[config.mk]
export PLATFORM = sky130hd
export DESIGN_NAME = pwm_timebase
export DESIGN_NICKNAME = d
export VERILOG_FILES = /design/src/rtl/pwm_timebase_pkg.sv /design/src/rtl/pwm_tb_counter.sv /design/src/rtl/pwm_tb_shadow.sv /design/src/rtl/pwm_tb_phase.sv /design/src/rtl/pwm_timebase.sv
export SDC_FILE = /design/constraint.sdc
export NUM_CORES = 1
export LEC_CHECK = 0
export BUFFER_PORTS_ARGS = -buffer_cell sky130_fd_sc_hd__buf_2
export CAP_MARGIN = 10
export CORE_MARGIN = 2
export CORE_UTILIZATION = 45
export DETAILED_ROUTE_END_ITERATION = 16
export PLACE_DENSITY = 0.71
export SYNTH_ARGS = -nofsm -noshare
export SYNTH_HDL_FRONTEND = slang
export SYNTH_SLANG_ARGS = --single-unit
export TNS_END_PERCENT = 30
[constraint.sdc]
create_clock -name clk_i -period 3.15 [get_ports clk_i]
set_clock_uncertainty 0.05 [all_clocks]
set_input_delay 0.4725 -clock clk_i [delete_from_list [all_inputs] [get_ports clk_i]]
set_output_delay 0.4725 -clock clk_i [all_outputs]
set_load 0.01 [all_outputs]
[src/rtl/pwm_timebase_pkg.sv]
package pwm_timebase_pkg;
  localparam int unsigned CNT_W_DEF  = 11;
  localparam int unsigned PHASES_DEF = 3;
endpackage

[src/rtl/pwm_tb_counter.sv]
module pwm_tb_counter #(
  parameter int unsigned W = 11
) (
  input  logic         clk_i,
  input  logic         rst_ni,
  input  logic [W-1:0] period_i,
  output logic [W-1:0] count_o,
  output logic         early_o,
  output logic         sync_o
);
  logic [W-1:0] cnt_q;
  logic [W-1:0] last_val;
  logic         sync_q;

  // the last count of the period; period 0 wraps to the all-ones value
  assign last_val = period_i - W'(1);
  assign early_o  = (cnt_q >= last_val);

  always_ff @(posedge clk_i or negedge rst_ni) begin
    if (!rst_ni) begin
      cnt_q  <= '0;
      sync_q <= 1'b0;
    end else begin
      sync_q <= early_o;
      if (early_o) cnt_q <= '0;
      else         cnt_q <= cnt_q + W'(1);
    end
  end

  assign count_o = cnt_q;
  assign sync_o  = sync_q;
endmodule

[src/rtl/pwm_tb_shadow.sv]
module pwm_tb_shadow #(
  parameter int unsigned W = 11,
  parameter int unsigned N = 3
) (
  input  logic           clk_i,
  input  logic           rst_ni,
  input  logic           in_valid_i,
  output logic           in_ready_o,
  input  logic [N*W-1:0] in_match_i,
  input  logic [N-1:0]   in_en_hi_i,
  input  logic [N-1:0]   in_en_lo_i,
  input  logic           load_i,
  output logic [N*W-1:0] act_match_o,
  output logic [N-1:0]   act_en_hi_o,
  output logic [N-1:0]   act_en_lo_o
);
  logic           full_q;
  logic [N*W-1:0] sh_match_q;
  logic [N-1:0]   sh_hi_q;
  logic [N-1:0]   sh_lo_q;
  logic [N*W-1:0] ac_match_q;
  logic [N-1:0]   ac_hi_q;
  logic [N-1:0]   ac_lo_q;
  logic           take;
  logic           move;

  assign in_ready_o = !full_q;
  assign take       = in_valid_i && !full_q;
  assign move       = load_i && full_q;

  always_ff @(posedge clk_i or negedge rst_ni) begin
    if (!rst_ni) begin
      full_q     <= 1'b0;
      sh_match_q <= '0;
      sh_hi_q    <= '0;
      sh_lo_q    <= '0;
    end else if (take) begin
      full_q     <= 1'b1;
      sh_match_q <= in_match_i;
      sh_hi_q    <= in_en_hi_i;
      sh_lo_q    <= in_en_lo_i;
    end else if (move) begin
      full_q     <= 1'b0;
    end
  end

  always_ff @(posedge clk_i or negedge rst_ni) begin
    if (!rst_ni) begin
      ac_match_q <= '0;
      ac_hi_q    <= '0;
      ac_lo_q    <= '0;
    end else if (move) begin
      ac_match_q <= sh_match_q;
      ac_hi_q    <= sh_hi_q;
      ac_lo_q    <= sh_lo_q;
    end
  end

  assign act_match_o = ac_match_q;
  assign act_en_hi_o = ac_hi_q;
  assign act_en_lo_o = ac_lo_q;
endmodule

[src/rtl/pwm_tb_phase.sv]
module pwm_tb_phase #(
  parameter int unsigned W = 11
) (
  input  logic [W-1:0] count_i,
  input  logic [W-1:0] match_i,
  input  logic         en_hi_i,
  input  logic         en_lo_i,
  output logic         hi_o,
  output logic         lo_o
);
  logic below;

  assign below = (count_i < match_i);
  assign hi_o  = en_hi_i && below;
  assign lo_o  = en_lo_i && !below;
endmodule

[src/rtl/pwm_timebase.sv]
module pwm_timebase
  import pwm_timebase_pkg::*;
#(
  parameter int unsigned W = CNT_W_DEF,
  parameter int unsigned N = PHASES_DEF
) (
  input  logic           clk_i,
  input  logic           rst_ni,
  input  logic [W-1:0]   period_i,
  input  logic           cfg_valid_i,
  output logic           cfg_ready_o,
  input  logic [N*W-1:0] cfg_match_i,
  input  logic [N-1:0]   cfg_en_hi_i,
  input  logic [N-1:0]   cfg_en_lo_i,
  output logic [W-1:0]   count_o,
  output logic           early_o,
  output logic           sync_o,
  output logic [N-1:0]   pwm_hi_o,
  output logic [N-1:0]   pwm_lo_o
);
  logic [W-1:0]   cnt;
  logic           early;
  logic [N*W-1:0] act_match;
  logic [N-1:0]   act_hi;
  logic [N-1:0]   act_lo;

  pwm_tb_counter #(.W(W)) u_cnt (
    .clk_i    (clk_i),
    .rst_ni   (rst_ni),
    .period_i (period_i),
    .count_o  (cnt),
    .early_o  (early),
    .sync_o   (sync_o)
  );

  pwm_tb_shadow #(.W(W), .N(N)) u_shadow (
    .clk_i       (clk_i),
    .rst_ni      (rst_ni),
    .in_valid_i  (cfg_valid_i),
    .in_ready_o  (cfg_ready_o),
    .in_match_i  (cfg_match_i),
    .in_en_hi_i  (cfg_en_hi_i),
    .in_en_lo_i  (cfg_en_lo_i),
    .load_i      (early),
    .act_match_o (act_match),
    .act_en_hi_o (act_hi),
    .act_en_lo_o (act_lo)
  );

  for (genvar p = 0; p < N; p++) begin : g_phase
    pwm_tb_phase #(.W(W)) u_ph (
      .count_i (cnt),
      .match_i (act_match[p*W +: W]),
      .en_hi_i (act_hi[p]),
      .en_lo_i (act_lo[p]),
      .hi_o    (pwm_hi_o[p]),
      .lo_o    (pwm_lo_o[p])
    );
  end

  assign count_o = cnt;
  assign early_o = early;
endmodule

==> impl_results.md <==
- Clock buffer depth: 2
- Cells after synthesis: 391
- Mapped Area: 4700 um2
- Syn avg cell area: 12.0 um2
- Hold Path Class: in -> reg
- Final period util: 90.8%
- Total gr overflow: 0
- Yosys top cell area share: 48.5%
- Vias per inst: 5.11
- Antenna violations before repair: 0
- VDD IR-drop max: 0.374 mV
- CP Buf/Inv Count: 3
- Final hold slack: 0.294 ns
- Routability cong.: 0.743
- Slowest cell on crit path: nor4_1
- Worst EP required: 2.63 ns
- Syn nets: 487
- Diodes inserted: 0
- RSZ-0062 raised after global routing: no
- Critical path peak fanout: 3
- Final Hold Viols: 0
- Die W: 106 um
- Slew @ Worst Pin: 0.503 ns
- Area grow syn2layout: 17.2%
- Worst Setup Start Kind: input port
- CP Data Arrival Time: 2.34 ns
- CTS Buf Count: 9
- Synth area leader: dfrtp_1
- Largest net degree at the start of global routing: 92
- Yosys Warn Count: 0
- Outcome: finished clean
- # rows: 37
- Synth area leaders: dfrtp_1 (48%), mux2_2 (16%), ha_1 (11%)
- Worst-skew pair later-pin latency: 0.35 ns
- Max transition margin: 66.4%
- Most used DFF post-synth: dfrtp_1
- Die height: 106 um
- Fill count: 881
- Remaining DRCs: 0
- H-tree Lvls: 3
- Vias: 3109
- Nets: 564
- Die ar.: 11300 um2
- Final HPWL DP: 6.71 mm
- Asr flop ratio synth: 100%
- Critical Path Max Stage Delay: 0.26 ns
- Setup violators final: 0
- Fmax: 350 MHz
- Routed WL per cell: 15.5 um
- Vias in the first global route: 3216
- Final WL: 9.40 mm
- Total Routing Usage GR: 17.8%
- Static Leak: 0.00273 uW
- Number of flops mapped to enable cells by yosys: 0
- Core box area: 10200 um2
- Sequential area share after synthesis: 48.5%
- Share of layout cells above drive strength 1: 37.3%
- Clk slew on worst S/H paths: 0.08 ns
- Power per cell area: 901 nW/um2
- CTS sink count: 91
- Cell with the most instances after synthesis: dfrtp_1
- Slew Viols, Final: 0
- Pre-antenna DRT Iters: 4
- Flops & latches, synth: 91
- Distinct cells, synth: 31
- Starting Density: 45.9%
- ANT nets after route: 0
- DR iter-0 viols: 182
- Crit Path Category: in -> out
- First-pass GRT wire length: 15.5 mm
- Total Power: 4960 uW
- IO Port Bufs: 72
- CTS tree: done
- Commonest cells post-synth: dfrtp_1 (91), mux2_2 (68), ha_1 (43)
- CP top delay family: simple AND/OR/NAND/NOR gates
- Maxcap violations: 0
- Minimum clock period: 2.86 ns
- Worst-path cell chain: buf_2, nor4_1, buf_4, nand2_1, nor3_2, xnor2_1, ha_1, a21oi_1, o21ai_1, a31oi_2, nand2_1, buf_2
- Worst setup EP type: output pin
- Sum Neg Setup Slack: 0 ns
- CTS root buf: clkbuf_8
- Boundary Pins: 73
==> power breakdown <==
group / internal (uW) / switching [uW]
clock network: 546 / 393
logic: 1040 / 815
registers: 1730 / 440
total: 3310 / 1650
==> sequential cells by signal, summed over array words and instances (netlist names) <==
name and count:
u_shadow.sh_lo_q 3, u_shadow.act_match_o 33, u_shadow.sh_match_q 33, u_cnt.sync_o 1, u_shadow.sh_hi_q 3, u_cnt.count_o 11, u_shadow.act_en_lo_o 3, u_shadow.full_q 1
u_shadow.act_en_hi_o 3
==> logic make-up (layout without fill, tap and decap cells) <==
group	count (synthesis)	in the layout	share of synthesized area, %
DFF	91	91	48.5
muxes	78	78	19.5
and+or+nand+nor	71	71	6.98
buffers and inverters	52	133	5.35
adders and majority gates	43	43	11.5
AOI/OAI and AO/OA	38	38	4.90
xor gates and xnor gates	18	18	3.36
==> layout make-up <==
cell class              count  area, um2  area share, %
clock buffers              11        141           2.57
inverters                  37        139           2.52
well taps                 136        170           3.09
clock inverters             4       98.8           1.80
flip-flops and latches     91       2280           41.4
multi-input cells         248       2190           39.8
repair buffers             81        490           8.91
==> worst paths after layout <==
| kind | start | end | slack (ns) | cells after the start |
|---|---|---|---|---|
| worst max-delay path | period_i[3] | early_o | 0.29 | 12 |
| worst min-delay path | cfg_match_i[0] | u_shadow.sh_match_q[0] | 0.29 | 2 |
| worst max register to register | u_cnt.count_o[0] | u_shadow.act_match_o[5] | 0.71 | 9 |
| worst min register to register | u_shadow.act_en_lo_o[2] | u_shadow.act_en_lo_o[2] | 0.45 | 1 |
| max in group asynchronous | rst_ni | u_shadow.sh_match_q[27] | 1.92 | 3 |
| min in group asynchronous | rst_ni | u_shadow.sh_match_q[8] | 0.48 | 2 |
==> routing by layer <==
metal  up-vias  track usage [%]  share of wire (%)
li1       1491                -                  -
met2        69             30.2                 49
met3        20             2.58                3.5
met5         -                0                  0
met1      1529             22.4                 45
met4         0             8.46                2.5
==> metrics by stage <==
stage | worst slack [ns] | cells | cell area (um2) | utilization (%)
floorplan | 0.300 | 391 | 4700 | -
detailed placement | 0.0327 | 590 | 5220 | 51.0
global route | 0.00636 | 608 | 5510 | 53.8
global placement | 0.101 | 590 | 5220 | 51.0
CTS | 0.150 | 605 | 5460 | 53.3
finish | 0.289 | 608 | 5510 | 53.8
==> cell usage in the layout (no fill, tap or decap), types with 2 or more instances in the layout <==
cell type	Yosys	layout
nor3_1	4	3
buf_2	2	71
mux2_2	68	68
inv_1	37	37
nand2_1	17	17
bufinv_16	0	3
nand2b_1	3	3
o21ai_0	4	4
mux2_4	10	10
ha_1	43	43
o21ai_1	5	5
and3_1	2	2
a211o_1	3	3
nand3_1	8	8
a21o_1	6	6
buf_4	8	5
dfrtp_1	91	91
a21oi_1	17	17
nand4_1	4	4
clkbuf_8	0	10
nor4_1	3	3
and2_1	3	3
xor2_1	10	10
nor2_1	24	24
xnor2_1	8	8
buf_12	1	3
==> timing repair <==
item | 4_1_cts | 5_1_grt
gates resized for setup | 0 | 1
hold endpoints to repair | 0 | 17
setup endpoints to repair | 0 | 1
hold buffers | 0 | 1
buffers inserted | 0 | 1
==> worst reg2reg max path: cells and delay by family, from the launching register on <==
| kind | cells | cell delay (ns) |
|---|---|---|
| AO/OA/AOI/OAI | 3 | 0.53 |
| adder cells (fa/ha/maj) | 1 | 0.30 |
| buffers and inverters | 3 | 0.48 |
| flip-flops | 1 | 0.54 |
| multiplexers | 1 | 0.37 |
| AND/OR/NAND/NOR | 1 | 0.06 |
Power figures use the tool's default switching activity.
